## config.mk

```make
export PLATFORM = sky130hd
export DESIGN_NAME = fsk_slicer
export DESIGN_NICKNAME = d
export VERILOG_FILES = /design/src/rtl/slc_pkg.sv /design/src/rtl/slc_dev_calc.sv /design/src/rtl/slc_peak_track.sv /design/src/rtl/slc_run_mean.sv /design/src/rtl/fsk_slicer.sv
export SDC_FILE = /design/constraint.sdc
export NUM_CORES = 1
export LEC_CHECK = 0
export BUFFER_PORTS_ARGS = -buffer_cell sky130_fd_sc_hd__buf_2
export CAP_MARGIN = 15
export CORE_MARGIN = 2
export CORE_UTILIZATION = 50
export DETAILED_ROUTE_END_ITERATION = 6
export HOLD_SLACK_MARGIN = 0.06
export PLACE_DENSITY = 0.75
export SKIP_CTS_REPAIR_TIMING = 1
export SYNTH_ARGS = -nofsm -noshare
export SYNTH_HDL_FRONTEND = slang
export SYNTH_SLANG_ARGS = --single-unit
```

## constraint.sdc

```tcl
create_clock -name clk -period 3.9 [get_ports clk]
set_input_delay 0.39 -clock clk [delete_from_list [all_inputs] [get_ports clk]]
set_output_delay 0.39 -clock clk [all_outputs]
set_load 0.01 [all_outputs]
```

## src/rtl/slc_pkg.sv

```systemverilog
package slc_pkg;

  typedef enum logic [1:0] {
    SET_OFF  = 2'b00,
    SET_FAST = 2'b01,
    SET_MID  = 2'b10,
    SET_SLOW = 2'b11
  } settle_e;

  // Mean update weight 1/2^k for each settling mode
  function automatic logic [1:0] mean_shift(input settle_e m);
    case (m)
      SET_MID:  mean_shift = 2'd2;
      SET_SLOW: mean_shift = 2'd3;
      default:  mean_shift = 2'd0;
    endcase
  endfunction

endpackage

```

## src/rtl/slc_dev_calc.sv

```systemverilog
module slc_dev_calc #(
  parameter int EXP_W = 2,
  parameter int MAN_W = 4,
  parameter int DEV_W = MAN_W + 1 + (2**EXP_W - 1)
) (
  input  logic [EXP_W-1:0] dev_exp,
  input  logic [MAN_W-1:0] dev_man,
  output logic [DEV_W-1:0] dev
);
  localparam int PAD_W = DEV_W - MAN_W - 1;

  logic [DEV_W-1:0] base;

  always_comb begin
    base = {{PAD_W{1'b0}}, 1'b1, dev_man};
    dev  = base << dev_exp;
  end
endmodule

```

## src/rtl/slc_peak_track.sv

```systemverilog
module slc_peak_track #(
  parameter int SMP_W = 12,
  parameter int DEV_W = 8
) (
  input  logic                    clk,
  input  logic                    rst_n,
  input  logic                    clr,
  input  logic                    en,
  input  logic signed [SMP_W-1:0] smp,
  input  logic [DEV_W-1:0]        dev,
  output logic                    ev,
  output logic                    ev_hi,
  output logic signed [SMP_W-1:0] ev_val
);
  localparam int EXT_W = SMP_W + 1;

  logic                    started_q, started_d;
  logic                    hi_q, hi_d;
  logic signed [SMP_W-1:0] pk_q, pk_d;
  logic signed [EXT_W-1:0] rise, fall, dev_s;
  logic                    upd;

  always_comb begin
    dev_s = $signed({{(EXT_W-DEV_W){1'b0}}, dev});
    rise  = {smp[SMP_W-1], smp} - {pk_q[SMP_W-1], pk_q};
    fall  = {pk_q[SMP_W-1], pk_q} - {smp[SMP_W-1], smp};
  end

  always_comb begin
    started_d = started_q;
    hi_d      = hi_q;
    pk_d      = pk_q;
    ev        = 1'b0;
    ev_hi     = hi_q;
    ev_val    = pk_q;
    if (clr) begin
      started_d = 1'b0;
      hi_d      = 1'b0;
      pk_d      = '0;
    end else if (en) begin
      if (!started_q) begin
        started_d = 1'b1;
        hi_d      = 1'b0;
        pk_d      = smp;
      end else if (hi_q) begin
        if (smp > pk_q) begin
          pk_d = smp;
        end else if (fall > dev_s) begin
          ev   = 1'b1;
          hi_d = 1'b0;
          pk_d = smp;
        end
      end else begin
        if (smp < pk_q) begin
          pk_d = smp;
        end else if (rise > dev_s) begin
          ev   = 1'b1;
          hi_d = 1'b1;
          pk_d = smp;
        end
      end
    end
  end

  assign upd = clr | en;

  always_ff @(posedge clk or negedge rst_n) begin
    if (!rst_n) begin
      started_q <= 1'b0;
      hi_q      <= 1'b0;
      pk_q      <= '0;
    end else if (upd) begin
      started_q <= started_d;
      hi_q      <= hi_d;
      pk_q      <= pk_d;
    end
  end
endmodule

```

## src/rtl/slc_run_mean.sv

```systemverilog
module slc_run_mean #(
  parameter int SMP_W = 12
) (
  input  logic                    clk,
  input  logic                    rst_n,
  input  logic                    clr,
  input  logic                    upd,
  input  logic [1:0]              sh,
  input  logic signed [SMP_W-1:0] val,
  output logic signed [SMP_W-1:0] mean
);
  localparam int EXT_W = SMP_W + 1;

  logic                    has_q, has_d;
  logic signed [SMP_W-1:0] mean_q, mean_d;
  logic signed [EXT_W-1:0] diff, step, sum;
  logic                    en;

  always_comb begin
    diff   = {val[SMP_W-1], val} - {mean_q[SMP_W-1], mean_q};
    step   = diff >>> sh;
    sum    = {mean_q[SMP_W-1], mean_q} + step;
    has_d  = has_q;
    mean_d = mean_q;
    if (clr) begin
      has_d  = 1'b0;
      mean_d = '0;
    end else if (upd) begin
      has_d  = 1'b1;
      mean_d = has_q ? sum[SMP_W-1:0] : val;
    end
  end

  assign en = clr | upd;

  always_ff @(posedge clk or negedge rst_n) begin
    if (!rst_n) begin
      has_q  <= 1'b0;
      mean_q <= '0;
    end else if (en) begin
      has_q  <= has_d;
      mean_q <= mean_d;
    end
  end

  assign mean = mean_q;
endmodule

```

## src/rtl/fsk_slicer.sv

```systemverilog
module fsk_slicer
  import slc_pkg::*;
#(
  parameter int SMP_W     = 12,
  parameter int EXP_W     = 2,
  parameter int MAN_W     = 4,
  parameter int MIN_TRANS = 3
) (
  input  logic                    clk,
  input  logic                    rst_n,
  input  logic                    clr,
  input  logic                    smp_vld,
  input  logic signed [SMP_W-1:0] smp,
  input  logic [EXP_W-1:0]        dev_exp,
  input  logic [MAN_W-1:0]        dev_man,
  input  logic [1:0]              settle,
  output logic                    bit_out,
  output logic                    bit_vld,
  output logic                    thr_valid,
  output logic signed [SMP_W-1:0] thr
);
  localparam int DEV_W = MAN_W + 1 + (2**EXP_W - 1);
  localparam int CNT_W = $clog2(MIN_TRANS + 1);
  localparam logic [CNT_W-1:0] CNT_MAX = CNT_W'(MIN_TRANS);

  logic [DEV_W-1:0]        dev;
  logic                    take;
  logic                    ev, ev_hi;
  logic signed [SMP_W-1:0] ev_val;
  logic signed [SMP_W-1:0] mean [2];
  logic [1:0]              sh;
  logic [CNT_W-1:0]        cnt_q, cnt_d;
  logic signed [SMP_W:0]   mid_sum;
  logic                    bit_d;

  assign take = smp_vld & ~clr;
  assign sh   = mean_shift(settle_e'(settle));

  slc_dev_calc #(.EXP_W(EXP_W), .MAN_W(MAN_W), .DEV_W(DEV_W)) u_dev (
    .dev_exp (dev_exp),
    .dev_man (dev_man),
    .dev     (dev)
  );

  slc_peak_track #(.SMP_W(SMP_W), .DEV_W(DEV_W)) u_trk (
    .clk    (clk),
    .rst_n  (rst_n),
    .clr    (clr),
    .en     (smp_vld),
    .smp    (smp),
    .dev    (dev),
    .ev     (ev),
    .ev_hi  (ev_hi),
    .ev_val (ev_val)
  );

  // Index 0 averages the low extremes, index 1 the high extremes
  for (genvar g = 0; g < 2; g++) begin : g_mean
    logic upd_g;
    assign upd_g = ev & (ev_hi == (g == 1));
    slc_run_mean #(.SMP_W(SMP_W)) u_mean (
      .clk   (clk),
      .rst_n (rst_n),
      .clr   (clr),
      .upd   (upd_g),
      .sh    (sh),
      .val   (ev_val),
      .mean  (mean[g])
    );
  end

  always_comb begin
    cnt_d = cnt_q;
    if (clr)                        cnt_d = '0;
    else if (ev && cnt_q < CNT_MAX) cnt_d = cnt_q + 1'b1;
  end

  always_ff @(posedge clk or negedge rst_n) begin
    if (!rst_n)      cnt_q <= '0;
    else if (clr | ev) cnt_q <= cnt_d;
  end

  always_comb begin
    mid_sum   = {mean[1][SMP_W-1], mean[1]} + {mean[0][SMP_W-1], mean[0]};
    thr_valid = (settle != SET_OFF) && (cnt_q >= CNT_MAX);
    thr       = thr_valid ? mid_sum[SMP_W:1] : '0;
    bit_d     = smp > thr;
  end

  always_ff @(posedge clk or negedge rst_n) begin
    if (!rst_n) begin
      bit_vld <= 1'b0;
      bit_out <= 1'b0;
    end else begin
      bit_vld <= take;
      if (take) bit_out <= bit_d;
    end
  end
endmodule

```

==> impl_metrics.py, run 1 <==
metrics = {
    "timing": {
        "hold_ws_ns": 0.0802,
        "fmax_ghz": 0.240,
        "setup_viol": 19,
        "fin_crit_sh_pct": 107,
        "worstMarginPinSlew_ns": 0.672,
        "slew_violations": 0,
        "timing_hold_violations_final": 0,
        "tns_ns": -1.95,
        "fin_crit_ns": 4.17,
        "fin_ws_ns": -0.270,
        "slew_headroom_pct": 55.2,
        "rsz0062_at_grt": "true",
        "finClkSkew_ns": 0.0148,
    },
    "drt": {
        "drtPass1Iterations": 5,
        "vias": 7413,
        "dr.first_iter.drc_count": 570,
        "wl_met3_mm": 1.33,
        "m1WireLength_mm": 9.85,
        "drc": 0,
        "dr.max_layer_used": "met4",
        "wire_per_inst_um": 17.8,
        "wl_mm": 22.2,
        "avgViaCountPerCell": 5.94,
        "ant_nets": 0,
        "met2_length_mm": 10.3,
    },
    "place": {
        "io_buffers": 38,
        "gp_congestion": 0.887,
        "dp_hpwl_mm": 15.6,
        "post_dp_cell_area_mm2": 0.00833,
    },
    "synthesis": {
        "syn-mean-instance-area_um2": 7.93,
        "ys_ff_latch": 44,
        "seq_area_frac_synth_pct": 15.7,
        "synth_cell_type_count": 73,
        "synthArstFlopShare_pct": 100,
        "ys_warn_count": 0,
        "synth_edf_count": 0,
        "syn_inst": 887,
        "synthFlopType": "dfrtp_1",
        "synthesis.area_mm2": 0.00703,
        "syn_nets": 1027,
    },
    "critical_path": {
        "reg2reg_depth": 18,
        "crit_type": "reg2reg",
        "cp.required_ns": 4.09,
        "reg2reg_to": "g_mean[1].u_mean.mean[11]$_DFFE_PN0P_",
        "r2r_start": "u_trk.ev_val[1]$_DFFE_PN0P_",
        "crit_start": "u_trk.ev_val[1]$_DFFE_PN0P_",
        "arrival_ns": 4.36,
        "cp_max_fo": 3,
        "ff2ff_setup_slack_ns": -0.27,
        "cp-start-kind": "flop",
        "crit_path_end_kind": "flop",
    },
    "clock_network": {
        "cts_buffer_depth": 2,
        "htree_levels": 2,
        "clk_root_buffer_cell": "clkbuf_16",
        "clk_pin_slew_ns": 0.08,
        "numCtsBuffers": 5,
        "cts_tree": "done",
        "cts_sinks": 44,
        "worstSkewPairLatency_ns": 0.30,
    },
    "global_routing": {
        "grt_overflow": 0,
        "antenna_found_initial": 0,
        "grt_pass1_wl_mm": 31.6,
        "grt_max_degree": 45,
        "grt_pass1_vias": 6412,
        "grt_usage_pct": 26.3,
    },
    "final_layout": {
        "finalNetCount": 1206,
        "drive_gt1_share_pct": 32.6,
        "finish.instance_area_mm2": 0.00937,
        "area_growth_pct": 33.2,
        "nFillCells": 1046,
        "n_antenna_cell": 0,
    },
    "power_and_ir_drop": {
        "power_frac_seq_pct": 19.6,
        "ir_worst_vdd_v": 0.000201,
        "p_clk_share_pct": 20.8,
        "combPwrFrac_pct": 59.6,
        "p_sw_share_pct": 40.3,
        "p_total_w": 0.00258,
        "p_leak_nw": 4.49,
        "p_per_area_mw_per_mm2": 276,
        "power_switching_w": 0.00104,
        "intPower_w": 0.00154,
    },
    "hold_path": {
        "hold_class": "in2async",
    },
    "die": {
        "start_util_pct": 50.9,
        "pin_count": 39,
        "rows": 43,
        "core_mm2": 0.0138,
        "die_w_um": 123,
        "die_h_um": 123,
        "dieArea_mm2": 0.0150,
    },
    "outcome": {
        "violations": "negative setup slack",
        "outcome": "finished with violations",
    },
    "flow_run": {
        "drv_cap": 0,
    },
}
[per-layer routing]
layer  track usage [%]  up-vias
met3              3.44       67
li1                  -     3539
met1              36.6     3518
met4              7.54        0
met5                 0        -
met2              42.6      289
[stage by stage]
step / util [%] / setup WS, ns / instances
6_report: 67.8 / -0.270 / 1247
5_1_grt: 67.8 / -0.546 / 1247
4_1_cts: 61.5 / -0.405 / 1216
3_5_place_dp: 60.2 / -0.336 / 1208
3_3_place_gp: 60.2 / -0.274 / 1208
2_1_floorplan: - / -0.0250 / 887
[Yosys cell counts, types with 5 or more instances]
cell / number / area share, %
a211oi_1: 7 / 0.75
a21o_1: 19 / 2.0
a21oi_1: 73 / 5.2
a22o_1: 12 / 1.5
a31oi_1: 13 / 1.2
and2_1: 7 / 0.62
and3_1: 6 / 0.53
buf_2: 7 / 0.50
clkbuf_1: 14 / 0.75
dfrtp_1: 44 / 16
fa_1: 7 / 2.0
ha_1: 109 / 19
inv_1: 87 / 4.6
mux2_2: 7 / 1.1
mux2i_1: 35 / 5.0
nand2_1: 66 / 3.5
nand2b_1: 12 / 1.1
nand3_1: 12 / 0.85
nand3_2: 9 / 1.3
nand4_1: 5 / 0.44
nor2_1: 68 / 3.6
nor2b_1: 19 / 1.7
nor3_1: 18 / 1.3
o211ai_1: 7 / 0.75
o21a_1: 17 / 1.8
o21ai_0: 60 / 4.3
o21ai_2: 9 / 1.1
o21bai_1: 5 / 0.53
or3_1: 6 / 0.53
xnor2_1: 39 / 4.9
xor2_1: 18 / 2.2
[critical path, stage by stage (launching register included)]
cell and delay, ns:
dfrtp_2 0.43, ha_1 0.29, nor2b_2 0.16, o31a_1 0.27
or4_4 0.43, a31o_4 0.28, a21o_1 0.19, a21oi_2 0.19
xnor2_2 0.11, mux2i_1 0.18, a21oi_1 0.09, ha_1 0.35
o2111a_1 0.26, nand3_2 0.14, a31oi_4 0.22, xnor2_2 0.09
a21o_1 0.15, a31oi_1 0.15, mux2i_1 0.08
[flip-flops by register name (all words and copies together) (netlist names)]
register	flops
u_trk.started_q	1
g_mean.u_mean.has_q	2
u_trk.ev_hi	1
cnt_q	2
bit_vld	1
u_trk.ev_val	12
bit_out	1
g_mean.u_mean.mean	24
[power groups by stage]
stage / Sequential, W / Clock, W / Combinational (W)
6_report: 0.000506 / 0.000536 / 0.00154
3_5_place_dp: 0.000513 / 0 / 0.00127
2_1_floorplan: 0.000504 / 0 / 0.000844
4_1_cts: 0.000504 / 0.000532 / 0.00128
5_1_grt: 0.000506 / 0.000551 / 0.00167
3_3_place_gp: 0.000512 / 0 / 0.00125
[layout by cell type, fill, tap and decap left out, drive strengths merged, types with 4 or more instances in the layout]
| master | instances |
|---|---|
| buf | 199 |
| xnor2 | 39 |
| a21oi | 74 |
| nand2b | 12 |
| fa | 7 |
| a21boi | 4 |
| a31o | 4 |
| nor2 | 68 |
| or3 | 6 |
| dfrtp | 44 |
| and2 | 7 |
| o21bai | 6 |
| a211oi | 10 |
| and3 | 7 |
| a31oi | 13 |
| nor3 | 18 |
| mux2 | 7 |
| nand4 | 5 |
| nand3 | 21 |
| a22o | 12 |
| mux2i | 35 |
| a21o | 19 |
| o211ai | 7 |
| ha | 109 |
| o21ai | 72 |
| nand2 | 66 |
| xor2 | 18 |
| inv | 87 |
| o21a | 17 |
| nor2b | 19 |
| clkbuf | 9 |
[logic make-up after synthesis]
family | after synthesis | synth area share [%]
AO/OA/AOI/OAI | 273 | 26.1
AND/OR/NAND/NOR | 237 | 16.8
buffers and inverters | 118 | 6.90
adder cells (fa/ha/maj) | 116 | 21.4
XOR/XNOR | 57 | 7.10
flip-flops | 44 | 15.7
multiplexers | 42 | 6.10
[area by class of cell]
cell class,instances,area [µm²],share of cell area [%]
multi-input combinational,725,5990,63.9
clock buffer,6,139,1.48
timing repair buffer,202,1550,16.5
inverter,88,330,3.53
clock inverter,2,38.8,0.414
sequential,44,1100,11.8
tap,180,225,2.40
[worst max-delay path by stage]
stage,to,slack [ns],cells after the start
5_1_grt,g_mean[1].u_mean.mean[11]$_DFFE_PN0P_,-0.55,23
4_1_cts,bit_out$_DFFE_PN0P_,-0.41,16
3_5_place_dp,g_mean[1].u_mean.mean[8]$_DFFE_PN0P_,-0.34,21
2_1_floorplan,g_mean[1].u_mean.mean[10]$_DFFE_PN0P_,-0.03,19
3_3_place_gp,g_mean[1].u_mean.mean[10]$_DFFE_PN0P_,-0.27,19
6_report,g_mean[1].u_mean.mean[11]$_DFFE_PN0P_,-0.27,18
Power figures use the tool's default switching activity.
==> inputs of run 2 (changes only) <==
==> constraint.sdc (replaced) <==
create_clock -name clk -period 3.9 [get_ports clk]
set_input_delay 0.195 -clock clk [delete_from_list [all_inputs] [get_ports clk]]
set_output_delay 0.195 -clock clk [all_outputs]
set_load 0.01 [all_outputs]
==> impl_metrics.py, run 2 (synthesis gave the netlist of run 1 again) <==
metrics = {
    "power_and_ir_drop": {
        "p_leak_nw": 4.46,
        "p_clk_share_pct": 20.2,
        "p_sw_share_pct": 40.1,
        "combPwrFrac_pct": 59.8,
        "ir_worst_vdd_v": 0.000190,
        "intPower_w": 0.00151,
        "p_per_area_mw_per_mm2": 275,
        "power_switching_w": 0.00102,
        "power_frac_seq_pct": 20.0,
    },
    "clock_network": {
        "clk_pin_slew_ns": 0.06,
        "htree_levels": 2,
        "cts_buffer_depth": 2,
        "numCtsBuffers": 5,
        "cts_sinks": 44,
        "worstSkewPairLatency_ns": 0.31,
        "cts_tree": "done",
        "clk_root_buffer_cell": "clkbuf_16",
    },
    "drt": {
        "ant_nets": 0,
        "avgViaCountPerCell": 5.86,
        "vias": 7300,
        "drtPass1Iterations": 5,
        "wl_mm": 21.6,
        "dr.first_iter.drc_count": 600,
        "wire_per_inst_um": 17.4,
        "drc": 0,
    },
    "outcome": {
        "outcome": "finished with violations",
        "violations": "negative setup slack",
    },
    "timing": {
        "slew_headroom_pct": 45.1,
        "worstMarginPinSlew_ns": 0.821,
        "fin_crit_sh_pct": 107,
        "timing_hold_violations_final": 0,
        "fin_crit_ns": 4.19,
        "fin_ws_ns": -0.286,
        "rsz0062_at_grt": "true",
        "finClkSkew_ns": 0.00950,
        "setup_viol": 10,
        "fmax_ghz": 0.239,
        "slew_violations": 0,
    },
    "global_routing": {
        "grt_max_degree": 45,
        "grt_usage_pct": 27.0,
        "antenna_found_initial": 0,
        "grt_overflow": 0,
        "grt_pass1_vias": 6629,
        "grt_pass1_wl_mm": 32.3,
    },
    "critical_path": {
        "crit_chain": "buf_4, ha_1, nor2b_4, o31ai_4, a311oi_2, a21oi_1, xor2_1, nor2_1, a21oi_2, a21oi_1, ha_2, or3_1, a311o_1, a31oi_2, o21bai_1, buf_4, a21oi_1, xnor2_1, mux2i_1, o21ai_2",
        "max_stage_delay_ns": 0.43,
        "crit_type": "reg2reg",
        "cp_top_family": "compound AO/OA/AOI/OAI gates",
        "crit_slowest_cell": "dfrtp_2",
        "cp-start-kind": "flop",
        "crit_buf_inv": 2,
        "cp_common_cell": "a21oi_1",
        "cp_max_fo": 4,
        "crit_path_end_kind": "flop",
        "cp.required_ns": 4.14,
        "arrival_ns": 4.42,
    },
    "flow_run": {
        "drv_cap": 0,
    },
    "final_layout": {
        "finalNetCount": 1204,
        "finish.instance_area_mm2": 0.00920,
        "n_antenna_cell": 0,
        "largest_reg_flops": 24,
        "final_cell_mix": "154 x buf_4, 102 x ha_1, 84 x inv_1",
        "multi_input_area_mm2": 0.00593,
        "nFillCells": 1061,
        "drive_gt1_share_pct": 31.5,
        "post_layout_nonfiller_instances": 1245,
        "layout_commonest_cell": "buf_4",
        "area_growth_pct": 30.8,
        "area.sequential_mm2": 0.00111,
    },
    "die": {
        "start_util_pct": 50.9,
        "dieArea_mm2": 0.0150,
        "core_mm2": 0.0138,
        "pin_count": 39,
        "die_w_um": 123,
        "die_h_um": 123,
        "rows": 43,
    },
    "place": {
        "io_buffers": 38,
        "dpl_worst_slack_ns": -0.641,
        "gp_congestion": 0.892,
        "post_dp_cell_area_mm2": 0.00836,
        "dp_hpwl_mm": 15.9,
        "place_inst": 1213,
    },
    "hold_path": {
        "hold_class": "in2reg",
    },
}
## run 2: changes by cell type in the layout (fill, tap and decap cells not counted), sizes merged
| cell | previous run | this run |
|---|---|---|
| clkbuf | 9 | 5 |
| buf | 199 | 198 |
| o311a | 2 | 3 |
| dlygate4sd3 | 0 | 1 |
| clkinvlp | 0 | 1 |
## run 2: per-stage QoR
stage	total power [W]	util (%)	hold WS [ns]	setup TNS [ns]
after floorplan	0.00135	-	-0.101	-0.0250
after global placement	0.00177	60.5	0.324	-6.42
after detailed placement	0.00180	60.5	0.335	-8.45
after CTS	0.00232	61.7	0.00985	-9.61
after global routing	0.00269	66.5	0.177	-5.21
final	0.00253	66.5	0.154	-1.54
## run 2: final timing paths
check | from | to | slack, ns | cells past startpoint
min in group asynchronous | rst_n | cnt_q[1]$_DFFE_PN0P_ | 0.51 | 3
worst min register to register | cnt_q[1]$_DFFE_PN0P_ | cnt_q[1]$_DFFE_PN0P_ | 0.57 | 2
worst max register to register | u_trk.ev_val[1]$_DFFE_PN0P_ | g_mean[0].u_mean.mean[9]$_DFFE_PN0P_ | -0.29 | 20
worst max-delay path | u_trk.ev_val[1]$_DFFE_PN0P_ | g_mean[0].u_mean.mean[9]$_DFFE_PN0P_ | -0.29 | 20
worst min-delay path | smp[0] | u_trk.ev_val[0]$_DFFE_PN0P_ | 0.15 | 2
max in group asynchronous | rst_n | u_trk.ev_val[1]$_DFFE_PN0P_ | 2.92 | 3
## run 2: layout make-up
cell class | count | share of cell area, %
multi-input combinational | 726 | 64.4
timing repair buffer | 199 | 15.7
sequential | 44 | 12.0
inverter | 88 | 3.59
tap | 180 | 2.45
clock buffer | 5 | 1.36
clock inverter | 3 | 0.462
## run 2: metal layers
layer	share of wire (%)	track usage, %	up-vias	routed length, µm
met1	45	36.4	3483	9800
met5	0	0	-	0
met3	5.1	3.90	46	1090
met4	2.6	9.05	0	562
li1	-	-	3540	-
met2	47	44.2	231	10200
## run 2: power by group through the flow
stage                     combinational, W  clock (W)  sequential, W
after global placement             0.00126          0       0.000512
after floorplan                   0.000844          0       0.000504
after CTS                          0.00130   0.000517       0.000504
final                              0.00151   0.000512       0.000506
after detailed placement           0.00129          0       0.000512
after global routing               0.00164   0.000540       0.000507
